File: config.mk
export PLATFORM = sky130hd
export DESIGN_NAME = rtc_trim_divider
export DESIGN_NICKNAME = d
export VERILOG_FILES = /design/src/rtl/rtc_trim_pkg.sv /design/src/rtl/rtc_trim_datapath.sv /design/src/rtl/rtc_trim_control.sv /design/src/rtl/rtc_trim_divider.sv
export SDC_FILE = /design/constraint.sdc
export NUM_CORES = 1
export LEC_CHECK = 0
export ABC_AREA = 1
export BUFFER_PORTS_ARGS = -buffer_cell sky130_fd_sc_hd__buf_4
export CAP_MARGIN = 20
export CORE_MARGIN = 4
export CORE_UTILIZATION = 63
export CTS_BUF_LIST = sky130_fd_sc_hd__clkbuf_4
export CTS_CLUSTER_DIAMETER = 120
export DETAILED_ROUTE_END_ITERATION = 8
export GPL_TIMING_DRIVEN = 0
export PLACE_DENSITY = 0.83
export SLEW_MARGIN = 20
export SYNTH_ARGS = -nofsm -noshare
export SYNTH_HDL_FRONTEND = slang
export SYNTH_SLANG_ARGS = --single-unit
File: constraint.sdc
create_clock -name clk -period 5.3 [get_ports clk]
set_input_delay 0.53 -clock clk [delete_from_list [all_inputs] [get_ports clk]]
set_output_delay 0.53 -clock clk [all_outputs]
set_load 0.1 [all_outputs]
File: src/rtl/rtc_trim_pkg.sv
package rtc_trim_pkg;
  localparam int CAL_W         = 6;
  localparam int MIN_W         = 6;
  localparam int CYCLE_MINUTES = 64;

  // strobes from control to datapath selecting the length of the running second
  typedef struct packed {
    logic trimShort;
    logic trimLong;
  } trimCtl_t;
endpackage

File: src/rtl/rtc_trim_datapath.sv
module rtc_trim_datapath
  import rtc_trim_pkg::*;
#(
  parameter int TICKS_PER_SEC = 32768,
  parameter int POS_TRIM      = 256,
  parameter int NEG_TRIM      = 128,
  parameter int TEST_HALF     = 32
) (
  input  logic     clk,
  input  logic     rstN,
  input  logic     oscTick,
  input  trimCtl_t ctl,
  output logic     secEnd,
  output logic     testClk
);
  localparam int CNT_W      = $clog2(TICKS_PER_SEC + NEG_TRIM + 1);
  localparam int HALF_W     = $clog2(TEST_HALF + 1);
  localparam logic [CNT_W-1:0] NOM_LAST   = CNT_W'(TICKS_PER_SEC - 1);
  localparam logic [CNT_W-1:0] SHORT_LAST = CNT_W'(TICKS_PER_SEC - POS_TRIM - 1);
  localparam logic [CNT_W-1:0] LONG_LAST  = CNT_W'(TICKS_PER_SEC + NEG_TRIM - 1);
  localparam logic [HALF_W-1:0] HALF_LAST = HALF_W'(TEST_HALF - 1);

  logic [CNT_W-1:0]  tickCnt;
  logic [CNT_W-1:0]  lastIdx;
  logic [HALF_W-1:0] halfCnt;

  always_comb begin
    if (ctl.trimShort)     lastIdx = SHORT_LAST;
    else if (ctl.trimLong) lastIdx = LONG_LAST;
    else                   lastIdx = NOM_LAST;
  end

  assign secEnd = oscTick && (tickCnt == lastIdx);

  always_ff @(posedge clk) begin
    if (!rstN)          tickCnt <= '0;
    else if (secEnd)    tickCnt <= '0;
    else if (oscTick)   tickCnt <= tickCnt + 1'b1;
  end

  // free-running test divider, independent of the trim path
  always_ff @(posedge clk) begin
    if (!rstN) begin
      halfCnt <= '0;
      testClk <= 1'b0;
    end else if (oscTick) begin
      if (halfCnt == HALF_LAST) begin
        halfCnt <= '0;
        testClk <= ~testClk;
      end else begin
        halfCnt <= halfCnt + 1'b1;
      end
    end
  end


  no_overflow_chk: assert property (@(posedge clk) disable iff (!rstN)
    tickCnt <= lastIdx);


  test_on_tick_chk: assert property (@(posedge clk) disable iff (!rstN)
    !$stable(testClk) |-> $past(oscTick));


  trim_exclusive_chk: assert property (@(posedge clk) disable iff (!rstN)
    !(ctl.trimShort && ctl.trimLong));
endmodule

File: src/rtl/rtc_trim_control.sv
module rtc_trim_control
  import rtc_trim_pkg::*;
#(
  parameter int SEC_PER_MIN = 60
) (
  input  logic             clk,
  input  logic             rstN,
  input  logic             secEnd,
  input  logic [CAL_W-1:0] calValue,
  output trimCtl_t         ctl,
  output logic             secStrobe,
  output logic             minStrobe,
  output logic [MIN_W-1:0] minIdx
);
  localparam int SEC_W = (SEC_PER_MIN > 2) ? $clog2(SEC_PER_MIN) : 1;
  localparam logic [SEC_W-1:0] LAST_SEC = SEC_W'(SEC_PER_MIN - 1);
  localparam logic [MIN_W-1:0] LAST_MIN = MIN_W'(CYCLE_MINUTES - 1);

  logic [SEC_W-1:0] secIdx;
  logic [CAL_W-1:0] calLatched;
  logic [4:0]       calMag;
  logic             calPos;
  logic             trimMinute;
  logic             trimSecond;

  assign calMag     = calLatched[4:0];
  assign calPos     = calLatched[5];
  assign trimMinute = (calMag != 5'd0) && (minIdx < {calMag, 1'b0});
  assign trimSecond = trimMinute && (secIdx == '0);

  always_comb begin
    ctl.trimShort = trimSecond && calPos;
    ctl.trimLong  = trimSecond && !calPos;
  end

  always_ff @(posedge clk) begin
    if (!rstN) begin
      secIdx     <= '0;
      minIdx     <= '0;
      calLatched <= '0;
      secStrobe  <= 1'b0;
      minStrobe  <= 1'b0;
    end else begin
      secStrobe <= secEnd;
      minStrobe <= secEnd && (secIdx == LAST_SEC);
      if (secEnd) begin
        if (secIdx == LAST_SEC) begin
          secIdx <= '0;
          minIdx <= minIdx + 1'b1;
          if (minIdx == LAST_MIN) calLatched <= calValue;
        end else begin
          secIdx <= secIdx + 1'b1;
        end
      end
    end
  end


  min_with_sec_chk: assert property (@(posedge clk) disable iff (!rstN)
    minStrobe |-> secStrobe);


  min_advance_chk: assert property (@(posedge clk) disable iff (!rstN)
    minStrobe |-> (minIdx == MIN_W'($past(minIdx) + 1'b1)));


  sec_single_chk: assert property (@(posedge clk) disable iff (!rstN)
    secStrobe |=> !secStrobe);


  cal_at_cycle_start_chk: assert property (@(posedge clk) disable iff (!rstN)
    !$stable(calLatched) |-> (minIdx == '0 && secIdx == '0));
endmodule

File: src/rtl/rtc_trim_divider.sv
module rtc_trim_divider
  import rtc_trim_pkg::*;
#(
  parameter int TICKS_PER_SEC = 32768,
  parameter int SEC_PER_MIN   = 60,
  parameter int POS_TRIM      = 256,
  parameter int NEG_TRIM      = 128,
  parameter int TEST_HALF     = 32
) (
  input  logic       clk,
  input  logic       rstN,
  input  logic       oscTick,
  input  logic [5:0] calValue,
  output logic       secStrobe,
  output logic       minStrobe,
  output logic [5:0] minuteInCycle,
  output logic       testClk512
);
  trimCtl_t ctl;
  logic     secEnd;

  rtc_trim_datapath #(
    .TICKS_PER_SEC(TICKS_PER_SEC),
    .POS_TRIM     (POS_TRIM),
    .NEG_TRIM     (NEG_TRIM),
    .TEST_HALF    (TEST_HALF)
  ) uDatapath (
    .clk    (clk),
    .rstN   (rstN),
    .oscTick(oscTick),
    .ctl    (ctl),
    .secEnd (secEnd),
    .testClk(testClk512)
  );

  rtc_trim_control #(
    .SEC_PER_MIN(SEC_PER_MIN)
  ) uControl (
    .clk      (clk),
    .rstN     (rstN),
    .secEnd   (secEnd),
    .calValue (calValue),
    .ctl      (ctl),
    .secStrobe(secStrobe),
    .minStrobe(minStrobe),
    .minIdx   (minuteInCycle)
  );
endmodule

==> results of run 1 <==
-- cell usage after synthesis --
master | instances | area, µm²
a21oi_1 | 16 | 80.1
a31oi_1 | 1 | 6.26
buf_2 | 2 | 10.0
buf_6 | 1 | 11.3
clkbuf_1 | 1 | 3.75
clkinv_1 | 1 | 3.75
dfxtp_1 | 43 | 861
ha_1 | 9 | 113
inv_1 | 38 | 143
nand2_1 | 52 | 195
nand2_2 | 6 | 37.5
nand3_1 | 19 | 95.1
nand3_2 | 1 | 10.0
nand3_4 | 1 | 17.5
nand3b_1 | 8 | 60.1
nand4_1 | 4 | 25.0
nor2_1 | 47 | 176
nor2_2 | 4 | 25.0
nor2_4 | 5 | 56.3
nor3_1 | 9 | 45.0
nor3_2 | 1 | 10.0
nor3b_1 | 4 | 30.0
nor4_1 | 1 | 6.26
o21a_1 | 2 | 15.0
o21ai_0 | 4 | 20.0
o21ai_1 | 1 | 5.00
or2_0 | 1 | 6.26
or2_2 | 2 | 12.5
xnor2_1 | 4 | 35.0
xor2_1 | 6 | 52.6
-- worst max-delay path, stage by stage (launching register included) --
cell and delay [ns]:
dfxtp_1 0.46, ha_1 0.28, nand2_1 0.07, inv_1 0.04
nand2_1 0.04, nand2_1 0.05, nand2_1 0.14, a21oi_1 0.13
nor2_4 0.13, nand3_4 0.11, inv_1 0.10, nand2_2 0.09
nor2_4 0.18, nor2_1 0.07, nor2_1 0.11
-- layer usage --
metal  share of wire, %  wire length [µm]  GRT usage (%)  vias to the layer above
li1                   -                 -              -                      981
met1                 48              1890           24.9                      825
met2                 46              1820           33.4                       44
met3                4.5               179           6.07                        9
met4                1.9                74           8.12                        0
met5                  0                 0              0                        -
-- stage by stage --
| stage | setup slack [ns] | std cells | power [µW] | area (µm²) |
|---|---|---|---|---|
| floorplan | 2.71 | 294 | 348 | 2170 |
| global placement | 3.28 | 357 | 357 | 2350 |
| detailed placement | 3.27 | 357 | 357 | 2350 |
| CTS | 3.24 | 365 | 559 | 2430 |
| global route | 3.05 | 365 | 573 | 2430 |
| finish | 3.23 | 365 | 552 | 2430 |
-- registers in the layout, indices dropped and copies added (netlist names) --
register	cells
uDatapath.tickCnt	16
uControl.calLatched	6
uControl.secStrobe	1
uDatapath.halfCnt	6
uControl.minIdx	6
uControl.minStrobe	1
uControl.secIdx	6
uDatapath.testClk	1
-- cells by family (layout without fill, tap and decap cells) --
kind of cell,Yosys count,in the layout
AO/OA/AOI/OAI,24,24
flip-flops,43,43
AND/OR/NAND/NOR,165,165
XOR/XNOR,10,10
buffers and inverters,43,68
adder cells (fa/ha/maj),9,9
-- power by group through the flow --
| stage | combinational (µW) | clock (µW) | sequential [µW] |
|---|---|---|---|
| after floorplan | 13.6 | 0 | 335 |
| after global placement | 21.7 | 0 | 335 |
| after detailed placement | 22.0 | 0 | 335 |
| after CTS | 22.1 | 208 | 328 |
| after global routing | 25.0 | 220 | 329 |
| final | 21.8 | 202 | 328 |
-- worst min-delay path by stage --
stage	start	to	slack [ns]	depth (start not counted)
2_1_floorplan	uControl.secIdx[5]$_SDFFE_PN0P_	uControl.secIdx[5]$_SDFFE_PN0P_	0.44	2
3_3_place_gp	uControl.secIdx[5]$_SDFFE_PN0P_	uControl.secIdx[5]$_SDFFE_PN0P_	0.45	2
3_5_place_dp	uControl.secIdx[5]$_SDFFE_PN0P_	uControl.secIdx[5]$_SDFFE_PN0P_	0.47	2
4_1_cts	rstN	uControl.minIdx[4]$_SDFFE_PN0P_	0.44	3
5_1_grt	rstN	uControl.minIdx[4]$_SDFFE_PN0P_	0.44	3
6_report	rstN	uControl.minIdx[4]$_SDFFE_PN0P_	0.44	3
-- layout by cell type (no fill, tap or decap), types with 2 or more instances in the layout --
cell      synthesis  layout
a21oi_1          16      16
buf_2             2       2
buf_4             0      17
clkbuf_4          0       5
clkinv_1          1       2
dfxtp_1          43      43
ha_1              9       9
inv_1            38      38
nand2_1          52      52
nand2_2           6       6
nand3_1          19      19
nand3b_1          8       8
nand4_1           4       4
nor2_1           47      47
nor2_2            4       4
nor2_4            5       5
nor3_1            9       9
nor3b_1           4       4
o21a_1            2       2
o21ai_0           4       4
or2_2             2       2
xnor2_1           4       4
xor2_1            6       6
-- layout make-up --
class                           count  area, µm²  share of cell area [%]
Buffer                              4       25.0                    1.03
Clock buffer                        5       37.5                    1.55
Clock inverter                      3       38.8                    1.60
Inverter                           39        146                    6.03
Multi-Input combinational cell    208       1130                    46.7
Sequential cell                    43        861                    35.4
Tap cell                           46       57.6                    2.37
Timing Repair Buffer               17        128                    5.26
==> results.md, run 1 <==
- Outcome: finished clean
- Worst-case vdd ir drop: ~150 µV
- DRT Pass-1 Iters: 4
- Tightest Pin Transition: 0.442 ns
- Total gr overflow: 0
- Post-DP HPWL: just over 3000 µm
- Synthesis-stage register bit count: 43
- Reg-to-reg slack, setup: 3.23 ns
- Clock Path Buffers: 2
- CTS root buf: clkbuf_4
- Clock period minus final worst setup slack: around 2.1 ns
- Clock latency on the worst-skew pair: 0.36 ns
- Chip width: around 67 µm
- Initial DRC Count: 86
- TritonCTS clock tree: built
- Critical-path maximum fanout: 6
- XOR/XNOR Fraction of Synth Area: under 10%
- Worst r2r path cells: 14
- Hold WS: between 0.4 and 0.5 ns
- Die Y: approximately 67 µm
- I/O pins: 18
- Utilization of the core after routing: ~73%
- Syn nets: between 300 and 400
- HP Class: input pin to register
- PortBufs: 17
- CP startpoint: uControl.minIdx[3]$_SDFFE_PN0P_
- Row cnt: 21
- Logic pwr share: 4.0%
- Slew margin rel.: between 70% and 80%
- Initial antenna violation count: 0
- Core area: about 3300 µm²
- Clock slew at reported path FFs: between 0.1 and 0.15 ns
- Hold Fails Final Rpt: 0
- Synth Area in Simple Gates: a little under two fifths
- Gpl congestion: approximately 0.8
- Reg power frac: about three fifths
- Setup bufs post-CTS: 0
- Max cap viols: 0
- Routed length per instance: around 11 µm
- Clock share of power: 36.6%
- Setup TNS Final: 0 ns
- Fillcell total: around 300
- Routed Antenna Nets: 0
- Ant diodes: 0
- Reg-to-Reg Start: uControl.minIdx[3]$_SDFFE_PN0P_
- DRC: 0
- Cts hold-fix bufs: 0
- Cell Area, Synth: 2170 µm²
- Ratio of cells with drive above 1 in the final layout: between 10% and 20%
- GRT Util Overall: about a fifth
- Adder-Cell Fraction of Synth Area: 5.20%
- Count of cell types in the netlist: 30
- Startpoint Class: register
- Crit path kind: register to register
- Vias in the first global route: 1631
- CP Capture Point: uControl.calLatched[4]$_SDFFE_PN0P_
- Mapped Cells: just under 300
- CP Data Arrival Time: ~2.4 ns
- Fin. max-slew vios: 0
- Via/cell ratio: around 5
- Static leakage: around 0.001 µW
- Clock Skew: between 0.015 and 0.02 ns
- Synthesis warning total: 0
- Largest family of logic cells by synthesized area: simple AND/OR/NAND/NOR gates
- P_sw: about 120 µW
- P&R area growth vs syn: 12.1%
- Reg-to-Reg End: uControl.calLatched[4]$_SDFFE_PN0P_
- Routed Wire Length: ~4000 µm
- Clock buffers created by TritonCTS: 5
- RSZ-0062 raised after global routing: false
- Post-CTS Resized: 0
- Final net count: between 300 and 400
- First-pass GRT wire length: 6870 µm
- Tcrit/Tclk final: 39.1%
- Internal power: roughly 430 µW
- Mux cell area share after synthesis: 0%
- Max Freq: ~480 MHz
- Mapped Avg Cell Area: about 7.4 µm²
- H-Tree Depth: 2
- Sw Share: a little over a fifth
- Clk sink count: 43
- Crit end category: register
- Via Count: approximately 1900
- Sequential fraction of the synthesis area: around 40%
- Initial Util: between 60% and 70%
- Die ar.: approximately 4400 µm²
- PwrDens: 227 nW/µm²
- Largest net degree at the start of global routing: 14
- Final setup fails: 0
- Compound-Gate Fraction of Synth Area: 5.83%
- CP Data Required Time: 5.60 ns
Note: power is estimated with default switching activity, not from simulation.
==> run 2, diff against run 1 <==
--- a/config.mk
+++ b/config.mk
@@ -5,16 +5,16 @@
 export SDC_FILE = /design/constraint.sdc
 export NUM_CORES = 1
 export LEC_CHECK = 0
-export ABC_AREA = 1
+export ABC_AREA = 0
 export BUFFER_PORTS_ARGS = -buffer_cell sky130_fd_sc_hd__buf_4
 export CAP_MARGIN = 20
 export CORE_MARGIN = 4
-export CORE_UTILIZATION = 63
+export CORE_UTILIZATION = 61
 export CTS_BUF_LIST = sky130_fd_sc_hd__clkbuf_4
 export CTS_CLUSTER_DIAMETER = 120
 export DETAILED_ROUTE_END_ITERATION = 8
 export GPL_TIMING_DRIVEN = 0
-export PLACE_DENSITY = 0.83
+export PLACE_DENSITY = 0.81
 export SLEW_MARGIN = 20
 export SYNTH_ARGS = -nofsm -noshare
 export SYNTH_HDL_FRONTEND = slang
==> constraint.sdc (replaced) <==
create_clock -name clk -period 2.1 [get_ports clk]
set_input_delay 0.21 -clock clk [delete_from_list [all_inputs] [get_ports clk]]
set_output_delay 0.21 -clock clk [all_outputs]
set_load 0.1 [all_outputs]
==> run 2 against run 1 <==
Against the previous run: the run now ends with negative setup slack left; via count grew 2.2%; critical path depth fell by 6; largest power group unchanged; core utilization is 12 points higher; global-route usage rose by 3.1 points; total power is 140% higher.
==> results.md, run 2 <==
- Outcome: finished, violations left
- Failing checks: negative setup slack
- Synth top area cells: dfxtp_1, xor2_1, ha_1, nor2_1, nand3_1
- Tcrit/Tclk final: 108%
- Mapped Cells: approximately 250
- Slew margin rel.: a little under three fifths
- Clock latency on the worst-skew pair: around 0.36 ns
- Total gr overflow: 0
- Synthesis warning total: 0
- Clock period minus final worst setup slack: between 2 and 2.5 ns
- Final net count: 295
- Max Freq: between 400 and 500 MHz
- Gpl congestion: roughly 0.84
- Largest net degree at the start of global routing: 17
- Startpoint Class: register
- Clock buffers created by TritonCTS: 5
- Post-Place Setup Slack: -0.277 ns
- HP Class: input pin to register
- Post-DP HPWL: 3060 µm
- Cts hold-fix bufs: 0
- Commonest cells after routing, fill and taps aside: dfxtp_1, nor2_1, buf_4
- CP Data Required Time: ~2.4 ns
- Largest register FFs: 16
- Clock Skew: between 0.004 and 0.005 ns
- Synth Flop Type: dfxtp_1
- Syn nets: roughly 260
- Hold Fails Final Rpt: 0
- Clock slew at reported path FFs: roughly 0.13 ns
- Synth area leader: dfxtp_1
- EDFF count, synth: 0
- Worst r2r path cells: 8
- Routed Wire Length: 5100 µm
- TritonCTS clock tree: built
- PortBufs: 17
- Placed cells: 306
- Dpl cell area: around 2300 µm²
- Tightest Pin Transition: between 0.6 and 0.7 ns
- Core area: around 3200 µm²
- Ant diodes: 0
- P&R area growth vs syn: 29.7%
- DRC: 0
- Critical-path maximum fanout: 7
- Synthesis-stage register bit count: 43
- PwrDens: 487 nW/µm²
- Sequential fraction of the synthesis area: around two fifths
- GRT Util Overall: 23.6%
- CTS root buf: clkbuf_4
- Non-filler instance count after layout: 322
- Seq. cell area: 890 µm²
- Clk sink count: 43
- Count of cell types in the netlist: 32
- Routed Antenna Nets: 0
- Die ar.: around 4400 µm²
- Synth cell count leaders: dfxtp_1, nor2_1, nand3_1, a21oi_1
- Crit end category: register
- Ratio of cells with drive above 1 in the final layout: between 30% and 40%
- Fillcell total: about 190
- Via/cell ratio: a little under 6
- Final instance area: about 2700 µm²
- Worst-case vdd ir drop: slightly below 500 µV
- Commonest non-fill, non-tap cell in the layout: dfxtp_1
- Die Y: roughly 66 µm
- Area occupied by multi-input gates: 1320 µm²
- Share of the synthesized area in the top cell type: roughly two fifths
- Async set or reset register ratio after synthesis: 0%
- Crit path kind: register to register
- Initial DRC Count: 172
- Initial Util: approximately 65%
- Vias in the first global route: between 1500 and 2000
- CP Capture Point: uControl.minIdx[5]$_SDFFE_PN0P_
- Via Count: approximately 1900
- I/O pins: 18
- Final setup fails: 19
- Chip width: about 66 µm
- Reg-to-reg slack, setup: -0.16 ns
- CP Data Arrival Time: 2.55 ns
- H-Tree Depth: 2
- Row cnt: 20
- Reg-to-Reg Start: uControl.calLatched[4]$_SDFFE_PN0P_
- First-pass GRT wire length: just under 8000 µm
- Fin. max-slew vios: 0
- Cell Area, Synth: between 2000 and 2500 µm²
- Initial antenna violation count: 0
- RSZ-0062 raised after global routing: true
- DRT Pass-1 Iters: 4
- CP startpoint: uControl.calLatched[4]$_SDFFE_PN0P_
- Largest reg by FF count: uDatapath.tickCnt
- Worst setup margin: -0.162 ns
- Max cap viols: 0
- Clock Path Buffers: 2
- Static leakage: ~0.001 µW
- Routed length per instance: about 16 µm
- Mapped Avg Cell Area: ~8.4 µm²
- Setup TNS Final: -1.69 ns
- Top-count cell post-synth: dfxtp_1
- Reg-to-Reg End: uControl.minIdx[5]$_SDFFE_PN0P_
[run 2: repair_timing]
action / in CTS / in global routing
endpoints found under the setup margin: 35 / 36
resized for setup: 18 / 44
hold endpoints to repair: 0 / 0
buffers inserted: 5 / 3
cloned: 0 / 2
pin swaps: 2 / 8
[run 2: through the flow]
stage | total power (µW) | hold WS [ns] | util [%]
final | 1300 | 0.0936 | 84.9
after floorplan | 879 | 0.362 | -
after global placement | 901 | 0.468 | 73.1
after detailed placement | 904 | 0.486 | 73.1
after CTS | 1310 | 0.0847 | 78.3
after global routing | 1360 | 0.0907 | 84.9
[run 2: layout make-up]
type	instances	share of cell area, %
buffer	10	2.80
clock buffer	6	1.68
clock inverter	2	0.421
inverter	9	1.26
multi-input combinational	181	49.4
sequential	43	33.2
tap	44	2.06
timing repair buffer	27	9.11
[run 2: power breakdown]
part	leakage, µW	switching [µW]	internal [µW]
clock	0.0000360	275	144
sequential	0.000355	9.30	818
combinational	0.000603	33.7	25.0
[run 2: logic make-up after synthesis]
group,share of synthesized area (%)
AOI/OAI and AO/OA,12.4
buffers and inverters,3.94
and+or+nand+nor,24.8
DFF,41.7
muxes,3.15
xor gates and xnor gates,8.48
adders and majority gates,5.45
[run 2: routing by layer]
layer  track usage, %  vias up  part of all wire, %
li1                 -      930                    -
met1             30.7      884                   42
met2             37.1       72                   48
met3             6.63       13                  7.6
met4             8.38        0                  2.4
met5                0        -                    0
[run 2: worst min-delay path by stage]
stage / depth (start not counted) / to / startpoint / slack, ns
finish: 3 / uControl.calLatched[1]$_SDFFE_PN0P_ / calValue[1] / 0.09
global route: 3 / uControl.calLatched[3]$_SDFFE_PN0P_ / calValue[3] / 0.09
CTS: 3 / uControl.calLatched[3]$_SDFFE_PN0P_ / calValue[3] / 0.08
detailed placement: 2 / uControl.calLatched[0]$_SDFFE_PN0P_ / uControl.calLatched[0]$_SDFFE_PN0P_ / 0.49
global placement: 2 / uDatapath.halfCnt[5]$_SDFFE_PN0P_ / uDatapath.halfCnt[5]$_SDFFE_PN0P_ / 0.47
floorplan: 2 / uControl.calLatched[0]$_SDFFE_PN0P_ / calValue[0] / 0.36
[run 2: critical path, cell delays in order (launching register included)]
cell and delay, ns:
dfxtp_2 0.35, inv_2 0.04, ha_4 0.24, a211oi_2 0.19, o211ai_1 0.14, a31oi_2 0.25
mux2_4 0.40, or4_4 0.44, a21oi_2 0.14
==> run 3, diff against run 2 <==
--- a/config.mk
+++ b/config.mk
@@ -9,12 +9,11 @@
 export BUFFER_PORTS_ARGS = -buffer_cell sky130_fd_sc_hd__buf_4
 export CAP_MARGIN = 20
 export CORE_MARGIN = 4
-export CORE_UTILIZATION = 61
+export CORE_UTILIZATION = 40
 export CTS_BUF_LIST = sky130_fd_sc_hd__clkbuf_4
 export CTS_CLUSTER_DIAMETER = 120
 export DETAILED_ROUTE_END_ITERATION = 8
 export GPL_TIMING_DRIVEN = 0
-export PLACE_DENSITY = 0.81
 export SLEW_MARGIN = 20
 export SYNTH_ARGS = -nofsm -noshare
 export SYNTH_HDL_FRONTEND = slang
==> run 3 against run 2 <==
Against the previous run: the flow still finishes with violations (negative setup slack); hold slack better by 0.0078 ns; sequential cell count unchanged; critical path type unchanged; non-clock buffer count down 1; die area up 46%; cell count up 6.5%; combinational power down 2%; global-route usage down 6.6 points; via count down 5.4%; design area down 1.8%; wire length down 6.6%.
==> results.md, run 3 (same netlist as run 2, synthesis figures left out) <==
- Crit path cell chain: inv_2 -> ha_4 -> a211oi_2 -> o211ai_1 -> a31oi_2 -> mux2_4 -> bufbuf_16 -> a21oi_2 -> a211oi_1
- Slew margin rel.: 57.5%
- CP Data Required Time: around 2.3 ns
- Post-DP HPWL: between 3000 and 4000 µm
- Ratio of cells with drive above 1 in the final layout: between 20% and 30%
- DRC: 0
- Ant diodes: 0
- Failing checks: negative setup slack
- Commonest cells after routing, fill and taps aside: dfxtp_1, nor2_1, buf_4
- Hold endpoint: uControl.calLatched[0]$_SDFFE_PN0P_
- Max Freq: 467 MHz
- Reg-to-Reg Start: uControl.calLatched[4]$_SDFFE_PN0P_
- Non-filler instance count after layout: around 340
- Largest net degree at the start of global routing: 17
- CP startpoint: uControl.calLatched[4]$_SDFFE_PN0P_
- Final instance area: between 2000 and 3000 µm²
- GRT Util Overall: 16.9%
- Clock slew at reported path FFs: roughly 0.13 ns
- Clock latency on the worst-skew pair: roughly 0.35 ns
- Final net count: 294
- Via Count: between 1500 and 2000
- Critical-path maximum fanout: 7
- Routed Wire Length: approximately 4800 µm
- CP peak stage delay: about 0.37 ns
- Placed cells: around 330
- I/O pins: 18
- Startpoint Class: register
- CTS root buf: clkbuf_4
- Sw Share: between 20% and 30%
- Largest register FFs: 16
- RSZ-0062 raised after global routing: true
- PwrDens: between 500 and 600 nW/µm²
- Routed Antenna Nets: 0
- Fin. max-slew vios: 0
- Largest reg by FF count: uDatapath.tickCnt
- CP Data Arrival Time: roughly 2.4 ns
- Hold Path Cell Cnt: 3
- TritonCTS clock tree: built
- Worst hold start: calValue[0]
- Initial Util: around 43%
- Cts hold-fix bufs: 0
- Initial DRC Count: between 70 and 80
- Gpl congestion: 0.807
- Hold Fails Final Rpt: 0
- Clock Skew: roughly 0.012 ns
- Max cap viols: 0
- P_sw: 318 µW
- HP Class: input pin to register
- Dpl cell area: around 2300 µm²
- Clock share of power: 37.0%
- Clock buffers created by TritonCTS: 5
- Clock Path Buffers: 2
- DRT Pass-1 Iters: 4
- Hold WS: slightly above 0.1 ns
- Clk sink count: 43
- Crit end category: register
- Total gr overflow: 0
- Via/cell ratio: about 5.2
- H-Tree Depth: 2
- Worst setup margin: -0.0428 ns
- Static leakage: approximately 0.00097 µW
- First-pass GRT wire length: around 8500 µm
- Worst r2r path cells: 9
- Vias in the first global route: ~1800
- PnR Total Power: 1410 µW
- P&R area growth vs syn: 27.4%
- Row cnt: 25
- Internal power: between 1000 and 1500 µW
- Reg-to-reg slack, setup: -0.04 ns
- Seq. cell area: just under 900 µm²
- Crit path max-delay cell type: mux2_4
- Die Y: about 80 µm
- Fillcell total: around 460
- Outcome: finished, violations left
- Initial antenna violation count: 0
- Clock period minus final worst setup slack: 2.14 ns
- Worst-case vdd ir drop: roughly 310 µV
- Crit path kind: register to register
- Commonest non-fill, non-tap cell in the layout: dfxtp_1
- Reg power frac: slightly below 60%
- Final setup fails: 13
- Tcrit/Tclk final: 102%
- Reg-to-Reg End: uControl.secIdx[3]$_SDFFE_PN0P_
- PortBufs: 17
- Area occupied by multi-input gates: roughly 1300 µm²
- Logic pwr share: 4.1%
- Core area: 4850 µm²
- Routed length per instance: between 10 and 15 µm
- Die ar.: 6370 µm²
- Tightest Pin Transition: between 0.6 and 0.7 ns
- Chip width: 79.8 µm
==> run 3: worst max path at each step <==
stage	depth (start not counted)	slack, ns	endpoint
after floorplan	7	-0.14	uControl.minIdx[5]$_SDFFE_PN0P_
after global placement	9	-0.25	uDatapath.tickCnt[3]$_SDFFE_PP0P_
after detailed placement	8	-0.30	uDatapath.tickCnt[3]$_SDFFE_PP0P_
after CTS	7	-0.05	uControl.minIdx[3]$_SDFFE_PN0P_
after global routing	10	-0.16	uControl.calLatched[1]$_SDFFE_PN0P_
final	9	-0.04	uControl.secIdx[3]$_SDFFE_PN0P_
==> run 3: critical path, delay by kind of cell, from the launching register on <==
family / cells / cell delay (ns)
adders and majority gates: 1 / 0.23
muxes: 1 / 0.37
buffers and inverters: 2 / 0.32
DFF: 1 / 0.36
AOI/OAI and AO/OA: 5 / 0.71
==> run 3: power by group through the flow <==
stage	clock network [µW]	registers, µW	logic, µW
floorplan	0	844	34.8
global placement	0	846	56.8
detailed placement	0	846	57.8
CTS	542	829	58.2
global route	576	831	65.4
finish	521	829	57.7
==> run 3: per-layer routing <==
layer / share of wire, % / vias up / wire length [µm] / track usage (%)
met5: 0 / - / 0 / 0
met4: 1.0 / 0 / 49 / 4.05
met3: 2.6 / 5 / 125 / 3.84
met2: 48 / 26 / 2280 / 27.7
met1: 49 / 836 / 2310 / 22.6
li1: - / 929 / - / -
==> run 3: area by class of cell <==
| cell class | count | area share, % |
|---|---|---|
| plain buffers | 10 | 2.33 |
| multi-input cells | 181 | 48.3 |
| inverters | 9 | 1.28 |
| repair buffers | 26 | 8.37 |
| flip-flops and latches | 43 | 33.7 |
| clock inverters | 2 | 1.43 |
| clock buffers | 5 | 1.43 |
| well taps | 67 | 3.19 |
==> run 3: repair_timing <==
action | 4_1_cts | 5_1_grt
pin swaps | 3 | 5
setup buffers | 8 | 0
gates resized for setup | 27 | 14
hold endpoints to repair | 0 | 0
setup endpoints to repair | 35 | 36
cloned | 1 | 0
==> run 3: metrics by stage <==
stage / utilization, % / TNS, ns / setup slack [ns]
after floorplan: - / -1.78 / -0.137
after global placement: 48.1 / -5.62 / -0.248
after detailed placement: 48.1 / -6.91 / -0.296
after CTS: 53.3 / -0.0641 / -0.0503
after global routing: 54.2 / -3.10 / -0.163
final: 54.2 / -0.257 / -0.0428
